**config.mk**
```make
export PLATFORM = sky130hd
export DESIGN_NAME = acc_datapath
export DESIGN_NICKNAME = d
export VERILOG_FILES = /design/src/rtl/acc_alu_pkg.sv /design/src/rtl/acc_opdec.sv /design/src/rtl/acc_alu_core.sv /design/src/rtl/acc_datapath.sv
export SDC_FILE = /design/constraint.sdc
export NUM_CORES = 1
export LEC_CHECK = 0
export ABC_AREA = 1
export BUFFER_PORTS_ARGS = -buffer_cell sky130_fd_sc_hd__buf_4
export CAP_MARGIN = 20
export CORE_MARGIN = 1
export CORE_UTILIZATION = 55
export DETAILED_ROUTE_END_ITERATION = 10
export PLACE_DENSITY = 0.84
export SYNTH_ARGS = -nofsm -noshare
export SYNTH_HDL_FRONTEND = slang
export SYNTH_HIERARCHICAL = 1
export SYNTH_SLANG_ARGS = --single-unit
```
**constraint.sdc**
```tcl
create_clock -name clk -period 8.45 [get_ports clk]
set_input_delay 0.845 -clock clk [delete_from_list [all_inputs] [get_ports clk]]
set_output_delay 0.845 -clock clk [all_outputs]
set_load 0.005 [all_outputs]
```
**src/rtl/acc_alu_pkg.sv**
```systemverilog
package acc_alu_pkg;
  localparam int OPC_W = 4;
  localparam logic [OPC_W-1:0] OPC_AND = 4'hC;
  localparam logic [OPC_W-1:0] OPC_OR  = 4'hD;
  localparam logic [OPC_W-1:0] OPC_NOT = 4'hE;

  typedef enum logic [2:0] {
    OP_NONE = 3'd0,
    OP_ADD  = 3'd1,
    OP_SUB  = 3'd2,
    OP_AND  = 3'd3,
    OP_OR   = 3'd4,
    OP_NOT  = 3'd5
  } alu_op_e;

  // fixed precedence when several strobes collide
  function automatic alu_op_e pick_op(input logic s_add, input logic s_sub,
                                      input logic s_and, input logic s_or,
                                      input logic s_not);
    if (s_add)      return OP_ADD;
    else if (s_sub) return OP_SUB;
    else if (s_and) return OP_AND;
    else if (s_or)  return OP_OR;
    else if (s_not) return OP_NOT;
    else            return OP_NONE;
  endfunction
endpackage

```
**src/rtl/acc_opdec.sv**
```systemverilog
module acc_opdec
  import acc_alu_pkg::*;
(
  input  logic [OPC_W-1:0] code,
  input  logic             exec,
  output logic             hit_and,
  output logic             hit_or,
  output logic             hit_not
);
  always_comb begin
    hit_and = 1'b0;
    hit_or  = 1'b0;
    hit_not = 1'b0;
    if (exec) begin
      unique case (code)
        OPC_AND: hit_and = 1'b1;
        OPC_OR:  hit_or  = 1'b1;
        OPC_NOT: hit_not = 1'b1;
        default: ;
      endcase
    end
  end
endmodule

```
**src/rtl/acc_alu_core.sv**
```systemverilog
module acc_alu_core
  import acc_alu_pkg::*;
#(
  parameter int W = 8
) (
  input  alu_op_e      op,
  input  logic [W-1:0] a,
  input  logic [W-1:0] b,
  output logic [W-1:0] res,
  output logic         cout,
  output logic         arith
);
  localparam int SW = W + 1;

  logic [SW-1:0] sum;
  logic [W-1:0]  b_eff;
  logic          cin;

  // subtraction reuses the adder with inverted operand and carry-in
  assign b_eff = (op == OP_SUB) ? ~b : b;
  assign cin   = (op == OP_SUB);
  assign sum   = {1'b0, a} + {1'b0, b_eff} + SW'(cin);

  always_comb begin
    res   = a;
    arith = 1'b0;
    unique case (op)
      OP_ADD, OP_SUB: begin res = sum[W-1:0]; arith = 1'b1; end
      OP_AND:  res = a & b;
      OP_OR:   res = a | b;
      OP_NOT:  res = ~a;
      default: res = a;
    endcase
  end

  assign cout = sum[W];
endmodule

```
**src/rtl/acc_datapath.sv**
```systemverilog
module acc_datapath
  import acc_alu_pkg::*;
#(
  parameter int W = 8
) (
  input  logic         clk,
  input  logic         rst,
  input  logic [W-1:0] din,
  input  logic         ld_a,
  input  logic         ld_b,
  input  logic         ctl_add,
  input  logic         ctl_sub,
  input  logic         ctl_and,
  input  logic         ctl_or,
  input  logic         ctl_not,
  input  logic [3:0]   op_code,
  input  logic         op_exec,
  output logic         dec_and,
  output logic         dec_or,
  output logic         dec_not,
  output logic [W-1:0] acc_q,
  output logic [W-1:0] b_q,
  output logic         carry_q,
  output logic         zero_q
);
  alu_op_e      op_sel;
  logic [W-1:0] alu_res;
  logic         alu_cout;
  logic         alu_arith;

  acc_opdec u_dec (
    .code    (op_code),
    .exec    (op_exec),
    .hit_and (dec_and),
    .hit_or  (dec_or),
    .hit_not (dec_not)
  );

  assign op_sel = pick_op(ctl_add, ctl_sub, ctl_and | dec_and,
                          ctl_or | dec_or, ctl_not | dec_not);

  acc_alu_core #(.W(W)) u_alu (
    .op    (op_sel),
    .a     (acc_q),
    .b     (b_q),
    .res   (alu_res),
    .cout  (alu_cout),
    .arith (alu_arith)
  );

  always_ff @(posedge clk) begin
    if (rst) begin
      acc_q   <= '0;
      b_q     <= '0;
      carry_q <= 1'b0;
      zero_q  <= 1'b0;
    end else begin
      if (op_sel != OP_NONE) begin
        acc_q  <= alu_res;
        zero_q <= (alu_res == '0);
        if (alu_arith) carry_q <= alu_cout;
      end else if (ld_a) begin
        acc_q <= din;
      end
      if (ld_b) b_q <= din;
    end
  end
endmodule

```
[After elaboration in Yosys (flattened, before gate mapping)]
Index checks and enable logic that the tools add are counted.
Operators by class
  $add $sub $neg: 2
  multiply operators: 0
  divide/modulo/power cells: 0
  $lt $le $gt $ge: 0
  equality and inequality tests: 8
  shift-type cells: 0
  muxes and demuxes: 16
  bitwise operators: 7
  reductions and logical operators: 5
Operators by type and width (count)
  $pmux W8 S4: 1
  $mux W8: 3
  $not A8 Y8: 2
  $mux W3: 5
  $eq A4 B4 Y1 const B: 3
  $add A8 B8 Y9: 1
  $add A9 B1 Y9: 1
  $and A8 B8 Y8: 1
  $logic_not A8 Y1: 1
  $or A8 B8 Y8: 1
  $mux W1: 7
  $eq A3 B2 Y1 const B: 2
  $eq A3 B3 Y1 const B: 2
  $eq A3 B1 Y1 const B: 1
  $or A1 B1 Y1: 3
  $reduce_bool A3 Y1: 1
  $reduce_and A2 Y1: 1
  $reduce_bool A2 Y1: 1
  $reduce_or A2 Y1: 1
Word-level totals
  bits in registers: 18
  latch bits: 0
  RAM bits: 0
  bits in read-only memories: 0
  bits of input ports: 22
  output and inout bits: 21
  logic and storage cells: 42
  memories: 0

[Depth between registers and ports, before layout]
Gate-level depths: netlist of the first run.
  depth after elaboration: 15
  mapped depth: 27
  gate-level depth less buffers: 26

[Modules after synthesis]
The synthesis of the first run kept the hierarchy.
Modules (own cells, without submodules)
  acc_datapath: times used 1, cells an instance 136, area each 1011.0 um2, seq. area each 360.3 um2
  acc_alu_core: times used 1, cells an instance 129, area each 849.6 um2, seq. area each 0.0 um2
  acc_opdec: times used 1, cells an instance 9, area each 41.3 um2, seq. area each 0.0 um2

[Worst setup path before layout of the first run]
No wires, ideal clock.
  path kind: in2reg
  start point: input port op_code[0]
  end point: register zero_q
  setup time: 0.064 ns
  arrival: 3.480 ns
  data required time: 8.386 ns
  path slack: 4.906 ns
  stages: 22
  path buffers: 2
  cell sequence: inv_1 -> nand3_2 -> nor2_1 -> nor2_1 -> nand2_2 -> inv_1 -> nor2_1 -> buf_6 -> inv_4 -> nand3_4 -> buf_12 -> xor2_1 -> ha_1 -> a21oi_1 -> nand2_4 -> nand2_2 -> nand3_1 -> nand3_1 -> a21oi_2 -> nor4_1 -> a21oi_1 -> nor2_1
On the way
  cells in the longest elaborated chain, start to end: 15
  elaborated cells between the ends (all ways): 29
  classes of those cells: add/sub (2); eq/ne (8); mux (13); bitwise (3); reduce/logical (3)
Ends and longest elaborated chain
  start: declaration: RTL line acc_datapath.sv:16  | input logic [3:0] op_code,
  $eq A4 B4 Y1 *: RTL line acc_opdec.sv:15  | unique case (code)
  $mux W1 *: RTL line acc_opdec.sv:15
  $mux W1 *: RTL line acc_opdec.sv:14  | if (exec) begin
  via dec_not: RTL line acc_datapath.sv:20  | output logic dec_not,
  $or A1 B1 Y1 *: RTL line acc_datapath.sv:40  | ctl_or | dec_or, ctl_not | dec_not);
  $mux W3 *: RTL line acc_alu_pkg.sv:24  | else if (s_not) return OP_NOT;
  $mux W3 *: RTL line acc_alu_pkg.sv:23  | else if (s_or) return OP_OR;
  $mux W3 *: RTL line acc_alu_pkg.sv:22  | else if (s_and) return OP_AND;
  (+2 left out)
  via op_sel[2]: RTL line acc_datapath.sv:26  | alu_op_e op_sel;
  $eq A3 B2 Y1: RTL line acc_alu_core.sv:20, acc_alu_core.sv:21, acc_alu_core.sv:27
  $mux W8: RTL line acc_alu_core.sv:20  | assign b_eff = (op == OP_SUB) ? ~b : b;
  $add A8 B8 Y9: RTL line acc_alu_core.sv:22  | assign sum = {1'b0, a} + {1'b0, b_eff} + SW'(cin);
  $add A9 B1 Y9: RTL line acc_alu_core.sv:22
  $pmux W8 S4 *: RTL line acc_alu_core.sv:27  | unique case (op)
  via alu_res[5]: RTL line acc_datapath.sv:27  | logic [W-1:0] alu_res;
  $logic_not A8 Y1 *: RTL line acc_datapath.sv:60  | zero_q <= (alu_res == '0);
  end signal: assignment: RTL line acc_datapath.sv:60
  end: declaration: RTL line acc_datapath.sv:24  | output logic zero_q
Mark *: on every way through the listed nets, which the timed path passes. The rest lies on a longest branch.
A chain may end at the register's enable or synchronous reset.

[Worst setup path after layout of the first run]
  start point: input port op_code[0]
  end point: register zero_q
On the way
  cells in the longest elaborated chain, start to end: 15
  elaborated cells between the ends (all ways): 29
  classes of those cells: add/sub (2); eq/ne (8); mux (13); bitwise (3); reduce/logical (3)
Ends and longest elaborated chain
  $eq A4 B4 Y1: RTL line acc_opdec.sv:15
  $mux W1: RTL line acc_opdec.sv:15
  $mux W1: RTL line acc_opdec.sv:14
  $or A1 B1 Y1: RTL line acc_datapath.sv:40
  $mux W3: RTL line acc_alu_pkg.sv:24
  $mux W3: RTL line acc_alu_pkg.sv:23
  $mux W3 *: RTL line acc_alu_pkg.sv:22
  $mux W3 *: RTL line acc_alu_pkg.sv:21  | else if (s_sub) return OP_SUB;
  $mux W3 *: RTL line acc_alu_pkg.sv:20  | if (s_add) return OP_ADD;
  via op_sel[2]: RTL line acc_datapath.sv:26
  $eq A3 B2 Y1: RTL line acc_alu_core.sv:20, acc_alu_core.sv:21, acc_alu_core.sv:27
  $mux W8: RTL line acc_alu_core.sv:20
  $add A8 B8 Y9: RTL line acc_alu_core.sv:22
  $add A9 B1 Y9: RTL line acc_alu_core.sv:22
  $pmux W8 S4 *: RTL line acc_alu_core.sv:27
  via alu_res[5]: RTL line acc_datapath.sv:27
  $logic_not A8 Y1 *: RTL line acc_datapath.sv:60
Marked as above.

==> flow_summary.ini, run 1 <==
[sta]
drv_slew = 0
final-setup-viol-count = 0
period_needed_ns = 3.82
min_period_over_period_pct = 45.2
finClkSkew_ns = 0.000688
hold_viol = 0
worstMarginPinSlew_ns = 0.812
fin_setup_tns_ns = 0
relSlewSlack_pct = 45.7
fmax_mhz = 262
rsz0062_at_grt = false

[detailed_routing]
viasPerCell = 5.40
first_pass_iters = 4
num_vias = 1928
drc = 0
ant_nets = 0
wirelength_um = 4570
routedWlPerCell_um = 12.8
drt_iter0_drc = 86

[clock_tree]
cts-resized-gates = 0
numCtsBuffers = 3
cts_buffer_depth = 2
hold_buffers = 0
root_buffer = clkbuf_4
clock-sinks = 18
clock_latency_ns = 0.29
post-cts-setup-buffers = 0
htreeDepth = 1
cts_tree = done
path_clk_slew_ns = 0.10

[floorplan]
rows = 20
start_util_pct = 59.8
die_h_um = 60.8
die_x_um = 60.8
ioPinCount = 43
dieArea_um2 = 3700
core_um2 = 3180

[global_route]
grt_overflow = 0
antenna_found_initial = 0
grt_pass1_vias = 1766
grt_max_degree = 13
grt_pass1_wl_um = 7670
grt_use_total_pct = 27.1

[yosys]
yosysTopAreaCellShare_pct = 18.9
avgSynthCellArea_um2 = 6.94
yosys-mux-area-fraction_pct = 0
synth_seq_area_share_pct = 18.9
synthXorXnorAreaFrac_pct = 4.14
syn_nets = 308
synthFlopType = dfxtp_1
netlist_instances = 274
synth.most_common_cell = nand2_1
netlist.top_cell.by_area = dfxtp_1
synth-edff-count = 0
syn_area_um2 = 1900
synth.distinct_cells = 42
synth_top_family_by_area = simple AND/OR/NAND/NOR gates
yosys.area_share.simple_pct = 38.2
synth_compound_gate_area_share_pct = 19.5
synthTopCellsByCount = nand2_1 (36), inv_1 (35), nor2_1 (28), nand3_1 (21), nand2_2 (20)
synthArstFlopShare_pct = 0
synthAdderAreaFrac_pct = 8.29
synth_area_leaders = dfxtp_1 (19%), ha_1 (7.2%), nand2_1 (7.1%)
ys_seq_elements = 18
synth_warnings = 6

[critical_path]
worstSetupStartpointType = input pin
crit_required_ns = 8.69
r2r_cells = 10
critPathArrivalTime_ns = 4.06
critical_path.endpoint_type = register
cp_max_fo = 10
critPathKind = in2reg

[job]
cap_viol_max_count = 0

[cells_and_area]
layout.nets = 349
multiInputGateArea_um2 = 1330
fill_cells = 281
drive_gt1_share_pct = 29.7
area_delta_synth_final_pct = 17.6
diodes = 0
seqCellArea_um2 = 360

[pwr]
power_density_nw_per_um2 = 133
vdd_drop_max_v = 0.000113
total_power_w = 0.000298
leakagePower_nw = 1.07

[placement]
portBuffers = 42
place.gp.congestion = 0.795
hpwlAfterDp_um = 3740

[hold_path]
hp-class = reg2reg
min_path_cells = 2

[outcome]
status = completed
[routing by layer]
layer / global-route usage [%] / vias up / wire (um)
met4: 8.77 / 0 / 51
met5: 0 / - / 0
met3: 2.99 / 6 / 184
met2: 46.3 / 61 / 2180
met1: 35.7 / 862 / 2160
li1: - / 999 / -
[cell usage in the layout (no fill, tap or decap), types with 2 or more instances in the layout]
cell | Yosys | layout
a21oi_1 | 11 | 11
a21oi_2 | 10 | 10
buf_4 | 1 | 42
clkbuf_4 | 0 | 3
dfxtp_1 | 18 | 18
ha_1 | 11 | 11
inv_1 | 35 | 35
inv_2 | 3 | 3
nand2_1 | 36 | 36
nand2_2 | 20 | 20
nand2_4 | 3 | 3
nand3_1 | 21 | 21
nand3_4 | 3 | 3
nand4_1 | 11 | 11
nor2_1 | 28 | 28
nor2_2 | 3 | 3
nor2_4 | 2 | 2
nor3_1 | 2 | 2
nor4_1 | 2 | 2
o2111ai_1 | 2 | 2
o211ai_1 | 3 | 3
o21a_1 | 2 | 2
o21ai_0 | 18 | 18
o22ai_1 | 2 | 2
xnor2_1 | 4 | 4
xor2_1 | 5 | 5
[per-stage QoR]
stage               util (%)  instances  cell area (um^2)  setup slack (ns)  hold slack (ns)
floorplan                  -        274              1900              4.91            0.460
global placement        69.6        354              2210              4.41            0.455
detailed placement      69.6        354              2210              4.32            0.466
CTS                     70.4        357              2240              4.63            0.481
global route            70.4        357              2240              4.23            0.506
finish                  70.4        357              2240              4.63            0.483
[layout make-up]
type	instances	area share (%)
clock buffer	3	1.01
timing repair buffer	42	14.1
sequential	18	16.1
inverter	39	6.66
tap	44	2.46
multi-input combinational	211	59.7
[sequential cells by signal, indices dropped and copies added (netlist names)]
name     cells
acc_q        8
b_q          8
zero_q       1
carry_q      1
[final timing paths]
kind	slack (ns)	endpoint	start
setup / recovery	4.63	zero_q	op_code[0]
hold / removal	0.48	carry_q	carry_q
setup reg to reg	6.14	zero_q	acc_q[0]
hold reg to reg	0.48	carry_q	carry_q
[cells by family after synthesis]
| group | after synthesis |
|---|---|
| AOI/OAI and AO/OA | 56 |
| xor gates and xnor gates | 9 |
| adders and majority gates | 12 |
| buffers and inverters | 45 |
| DFF | 18 |
| and+or+nand+nor | 134 |
[critical path: stages]
cell and delay (ns):
buf_4 0.11, inv_1 0.05, nand3_2 0.06, nor2_1 0.16, nor2_1 0.08, nand2_2 0.13
inv_1 0.05, nor2_1 0.61, inv_4 0.05, nand3_4 0.21, xor2_1 0.21, ha_1 0.29
a21oi_1 0.29, nand2_4 0.10, nand2_2 0.07, nand3_1 0.06, nand3_1 0.13, a21oi_2 0.08
nor4_1 0.26, a21oi_1 0.11, nor2_1 0.11
[report_power, final]
part	total, W	switching, W	internal, W	leakage (nW)
clock	0.0000422	0.0000256	0.0000166	0.0138
combinational	0.000147	0.0000831	0.0000637	0.908
sequential	0.000109	0.0000153	0.0000941	0.149
(Power assumes the default switching activity.)
==> run 2: changes to the inputs <==
Settings changed: ABC_AREA 1 to 0, CORE_UTILIZATION 55 to 54, PLACE_DENSITY 0.84 to 0.83.
Clock period 8.45 ns to 3.6 ns, I/O delays scaled along.
==> run 2 against run 1 <==
The run now ends with setup timing left. Die area fell by 3.0%. Worst setup slack worse by 4.8 ns. Core utilization is 14 points higher. Count of clock-buffer cells in the layout up 1. Clock power grew to 3.3 times the previous value. Sequential cell count stayed put. Largest cell class unchanged. Highest routed layer unchanged.
==> flow_summary.ini, run 2 <==
[outcome]
status = complete, but fails checks
failed_checks = setup timing

[floorplan]
ioPinCount = 43
start_util_pct = 57.8
rows = 20
dieArea_um2 = 3590
die_x_um = 59.9
die_h_um = 59.9
core_um2 = 3130

[global_route]
grt_pass1_wl_um = 9410
grt_pass1_vias = 1869
antenna_found_initial = 0
grt_overflow = 0
grt_use_total_pct = 35.7
grt_max_degree = 20

[yosys]
synth_seq_area_share_pct = 19.9
synthXorXnorAreaFrac_pct = 6.78
netlist_instances = 219
synth_warnings = 6
syn_area_um2 = 1810
yosysTopAreaCellShare_pct = 19.9
synth-edff-count = 0
ys_seq_elements = 18
synth.distinct_cells = 44
synth_compound_gate_area_share_pct = 29.8
synth_area_leaders = dfxtp_1 (20%), mux2i_1 (9.4%), ha_1 (7.6%)
synthArstFlopShare_pct = 0
synthTopCellsByCount = a21oi_1 (21), dfxtp_1 (18), o21ai_0 (18), mux2i_1 (17), nor2_1 (17)
netlist.top_cell.by_area = dfxtp_1
yosys.area_share.simple_pct = 18.3
syn_nets = 253
yosys-mux-area-fraction_pct = 9.41
avgSynthCellArea_um2 = 8.26
synthAdderAreaFrac_pct = 8.71
synth.most_common_cell = a21oi_1
synthFlopType = dfxtp_1
synth_top_family_by_area = compound AO/OA/AOI/OAI gates

[detailed_routing]
wirelength_um = 7430
ant_nets = 0
viasPerCell = 6.74
first_pass_iters = 6
routedWlPerCell_um = 22.0
drc = 0
drt_iter0_drc = 382
num_vias = 2272

[critical_path]
critPathKind = in2reg
path_cells = buf_4 -> buf_4 -> nor3_4 -> buf_6 -> nor4_4 -> nor2b_4 -> or3b_4 -> xnor2_2 -> ha_1 -> a21oi_2 -> o311ai_4 -> a21boi_2 -> xor2_1 -> o21ai_1 -> or4_1 -> a211o_1 -> a21oi_2
critical_path.endpoint_type = register
cp_max_fo = 4
crit_required_ns = 3.86
critPathArrivalTime_ns = 4.06
crit_slowest_cell = or4_1
cpPeakStageDelay_ns = 0.57
worstSetupStartpointType = input pin

[clock_tree]
cts_buffer_depth = 2
hold_buffers = 0
numCtsBuffers = 3
cts_tree = done
clock_latency_ns = 0.32
path_clk_slew_ns = 0.12
root_buffer = clkbuf_4
htreeDepth = 1
clock-sinks = 18

[sta]
fin_hold_ws_ns = 0.288
relSlewSlack_pct = 67.4
worstMarginPinSlew_ns = 0.484
period_needed_ns = 3.80
rsz0062_at_grt = true
drv_slew = 0
finClkSkew_ns = 0.00327
min_period_over_period_pct = 105
fmax_mhz = 263
hold_viol = 0
final-setup-viol-count = 1
timing.final.ws_setup_ns = -0.195
fin_setup_tns_ns = -0.195

[cells_and_area]
diodes = 0
fill_cells = 184
final_common_cell = buf_4
final_cell_mix = buf_4 (81), dfxtp_1 (18), mux2i_1 (17)
area_delta_synth_final_pct = 45.4
drive_gt1_share_pct = 44.7
reg_top3 = acc_q (8), b_q (8)
layout.nets = 328

[pwr]
leakagePower_nw = 1.19
switchingPower_w = 0.000368
p_clk_share_pct = 15.6
combPwrFrac_pct = 53.9
intPower_w = 0.000521
p_sw_share_pct = 41.4
p_seq_share_pct = 30.4
vdd_drop_max_v = 0.000290
power_density_nw_per_um2 = 338

[placement]
place.gp.congestion = 0.996
hpwlAfterDp_um = 4010
portBuffers = 42
dp_slack_ns = -0.330

[hold_path]
hp-class = in2reg

[job]
cap_viol_max_count = 0
[run 2: path summary, 6_finish.rpt]
kind                   start  endpoint  slack (ns)  depth (start not counted)
hold / removal        din[3]    b_q[3]        0.29                          3
hold reg to reg      carry_q   carry_q        0.51                          2
setup / recovery  op_code[0]    zero_q       -0.20                         17
setup reg to reg      b_q[2]    zero_q        0.67                         10
[run 2: routing by layer]
| metal | vias to the layer above | share of wire, % | track usage (%) |
|---|---|---|---|
| li1 | 957 | - | - |
| met3 | 60 | 11 | 3.90 |
| met1 | 1040 | 36 | 48.7 |
| met5 | - | 0 | 0 |
| met2 | 215 | 47 | 57.3 |
| met4 | 0 | 6.1 | 14.3 |
[run 2: what timing repair did]
action / CTS / global route
hold endpoints to repair: 0 / 0
endpoints found under the setup margin: 1 / 1
cloned: 0 / 0
resized for setup: 8 / 28
pin swaps: 11 / 23
buffers inserted: 11 / 8
[run 2: through the flow]
step	std cells	total power (W)	area (um^2)	util, %
after floorplan	219	0.000477	1850	-
after global placement	316	0.000621	2320	74.1
after detailed placement	316	0.000633	2320	74.1
after CTS	330	0.000783	2460	78.5
after global routing	337	0.000922	2630	84.1
final	337	0.000889	2630	84.1
[run 2: area by class of cell]
cell class | instances | area [um^2] | area share (%)
flip-flops and latches | 18 | 360 | 13.7
inverters | 9 | 33.8 | 1.28
clock buffers | 4 | 36.3 | 1.38
well taps | 44 | 55.1 | 2.09
multi-input cells | 178 | 1500 | 57.2
repair buffers | 84 | 642 | 24.4
[run 2: critical path: cells and delay by family]
kind	cells	cell delay (ns)
compound gates	6	1.09
buf+inv	3	0.42
fa+ha+maj	1	0.32
xor+xnor	2	0.43
simple gates	5	1.43
[run 2: cell families after synthesis]
family / count (synthesis)
fa+ha+maj: 12
compound gates: 74
xor+xnor: 14
mux: 17
buf+inv: 23
simple gates: 61
flops: 18
[run 2: power by group through the flow]
| stage | Combinational, W | Clock, W | Sequential (W) |
|---|---|---|---|
| final | 0.000480 | 0.000139 | 0.000271 |
| after floorplan | 0.000221 | 0 | 0.000256 |
| after global placement | 0.000357 | 0 | 0.000264 |
| after CTS | 0.000390 | 0.000132 | 0.000261 |
| after detailed placement | 0.000368 | 0 | 0.000266 |
| after global routing | 0.000500 | 0.000149 | 0.000272 |
==> run 3: changes to the inputs <==
--- a/config.mk
+++ b/config.mk
@@ -18 +18,2 @@
 export SYNTH_SLANG_ARGS = --single-unit
+export TNS_END_PERCENT = 1
--- a/constraint.sdc
+++ b/constraint.sdc
@@ -3,2 +3,2 @@
 set_output_delay 0.36 -clock clk [all_outputs]
-set_load 0.005 [all_outputs]
+set_load 0.01 [all_outputs]
==> run 3 against run 2 <==
The flow now finishes without violations. Sequential power down 1%. Final cell count is 2.1% lower. Global-route usage decreased by 4.0 points. Total power down 2.9%. Final area is 0.86% lower. Count of clock-buffer cells in the layout unchanged. Maximum frequency rose by 6.7%. Register-to-register slack gained 0.12 ns. Combinational power down 4%. Non-clock buffer count shrank 7.
==> flow_summary.ini, run 3 (synthesized netlist as in run 2, its figures left out) <==
[placement]
dp_slack_ns = -0.355
hpwlAfterDp_um = 3920
portBuffers = 42
placed_cell_area_um2 = 2330
place_inst = 316
place.gp.congestion = 0.973

[detailed_routing]
num_vias = 2057
first_pass_iters = 5
wirelength_um = 6050
drc = 0
drt_iter0_drc = 282
routedWlPerCell_um = 18.3
ant_nets = 0
viasPerCell = 6.23

[pwr]
vdd_drop_max_v = 0.000378
leakagePower_nw = 1.15
power_density_nw_per_um2 = 331

[floorplan]
die_x_um = 59.9
dieArea_um2 = 3590
core_um2 = 3130
die_h_um = 59.9
rows = 20
ioPinCount = 43
start_util_pct = 57.8

[sta]
drv_slew = 0
final-setup-viol-count = 0
fmax_mhz = 281
period_needed_ns = 3.56
hold_viol = 0
fin_hold_ws_ns = 0.297
fin_setup_tns_ns = 0
relSlewSlack_pct = 68.8
rsz0062_at_grt = true
min_period_over_period_pct = 98.8
worstMarginPinSlew_ns = 0.466
timing.final.ws_setup_ns = 0.0425
finClkSkew_ns = 0.00997

[critical_path]
critical_path.endpoint_type = register
crit_required_ns = 3.86
reg2reg_slack_ns = 0.79
cp_max_fo = 4
worstSetupStartpointType = input pin
path_cells = buf_4 -> buf_4 -> nor3_4 -> nor3_2 -> nor2_1 -> or3b_4 -> buf_6 -> xnor2_4 -> ha_4 -> nand2_2 -> o311ai_4 -> buf_4 -> xnor2_2 -> o21ai_2 -> or4_1 -> a211o_1 -> a21oi_2
r2r-start = b_q[0]
critical_path.top_delay_family = simple AND/OR/NAND/NOR gates
critPathKind = in2reg
crit_buf_inv = 4
r2r-end = zero_q
cpMostUsedCell = buf_4
critPathArrivalTime_ns = 3.82
cpPeakStageDelay_ns = 0.53
r2r_cells = 10
crit_slowest_cell = or4_1

[global_route]
grt_max_degree = 20
grt_use_total_pct = 31.7
grt_pass1_vias = 1741
antenna_found_initial = 0
grt_pass1_wl_um = 8360
grt_overflow = 0

[cells_and_area]
diodes = 0
reg_top3 = acc_q (8), b_q (8)
fill_cells = 189
final_cell_area_um2 = 2610
final_common_cell = buf_4
final_cell_mix = buf_4 (76), dfxtp_1 (18), nor2_1 (17), mux2i_1 (17), a21oi_1 (15)
layout.nets = 321
fin_cells = 330
drive_gt1_share_pct = 43.0
area_delta_synth_final_pct = 44.2

[clock_tree]
numCtsBuffers = 3
path_clk_slew_ns = 0.12
hold_buffers = 0
htreeDepth = 1
cts_tree = done
cts_buffer_depth = 2
clock_latency_ns = 0.31
clock-sinks = 18
root_buffer = clkbuf_4

[outcome]
status = completed

[hold_path]
min_from = din[7]
hold-path-endpoint = b_q[7]
hp-class = in2reg
min_path_cells = 3

[job]
cap_viol_max_count = 0
==> run 3: worst max-delay path by stage <==
stage / from / endpoint / slack, ns / cells after the start
after floorplan: op_code[2] / zero_q / -0.18 / 17
after global placement: op_code[2] / zero_q / -0.26 / 17
after detailed placement: op_code[2] / zero_q / -0.36 / 18
after CTS: op_exec / zero_q / 0.004 / 18
after global routing: op_code[0] / zero_q / -0.11 / 18
final: op_code[0] / zero_q / 0.04 / 17
==> run 3: per-stage QoR <==
step	util (%)	power [W]
2_1_floorplan	-	0.000489
3_3_place_gp	74.6	0.000637
3_5_place_dp	74.6	0.000648
4_1_cts	80.2	0.000811
5_1_grt	83.4	0.000899
6_report	83.4	0.000863
==> run 3: worst register-to-register path, cell delays in order, from the launching register on <==
cell	delay (ns)
dfxtp_1	0.53
o21ai_0	0.22
fa_2	0.43
a21oi_4	0.16
o21ai_2	0.07
a21oi_2	0.18
xor2_1	0.16
o21ai_1	0.10
or4_1	0.55
a211o_1	0.25
a21oi_2	0.11
==> run 3: layout make-up <==
cell class | count | area, um^2 | area share, %
multi-input combinational | 178 | 1540 | 59.1
sequential | 18 | 360 | 13.8
timing repair buffer | 77 | 582 | 22.3
inverter | 9 | 33.8 | 1.29
tap | 44 | 55.1 | 2.11
clock buffer | 4 | 36.3 | 1.39
==> run 3: power breakdown <==
group | internal (W) | switching (W) | total (W)
registers | 0.000220 | 0.0000472 | 0.000267
logic | 0.000236 | 0.000227 | 0.000463
clock network | 0.0000619 | 0.0000717 | 0.000134
==> run 3: metal layers <==
metal  vias to the layer above  part of all wire (%)  GRT usage (%)
met3                        14                   7.9           1.95
met1                       991                    40           41.9
met4                         0                   1.7           9.30
met5                         -                     0              0
li1                        943                     -              -
met2                       109                    51           55.2
==> run 3: what timing repair did <==
item / 4_1_cts / 5_1_grt
setup buffers: 7 / 3
resized for setup: 14 / 13
endpoints found under the hold margin: 0 / 0
endpoints found under the setup margin: 1 / 1
pin swaps: 18 / 14
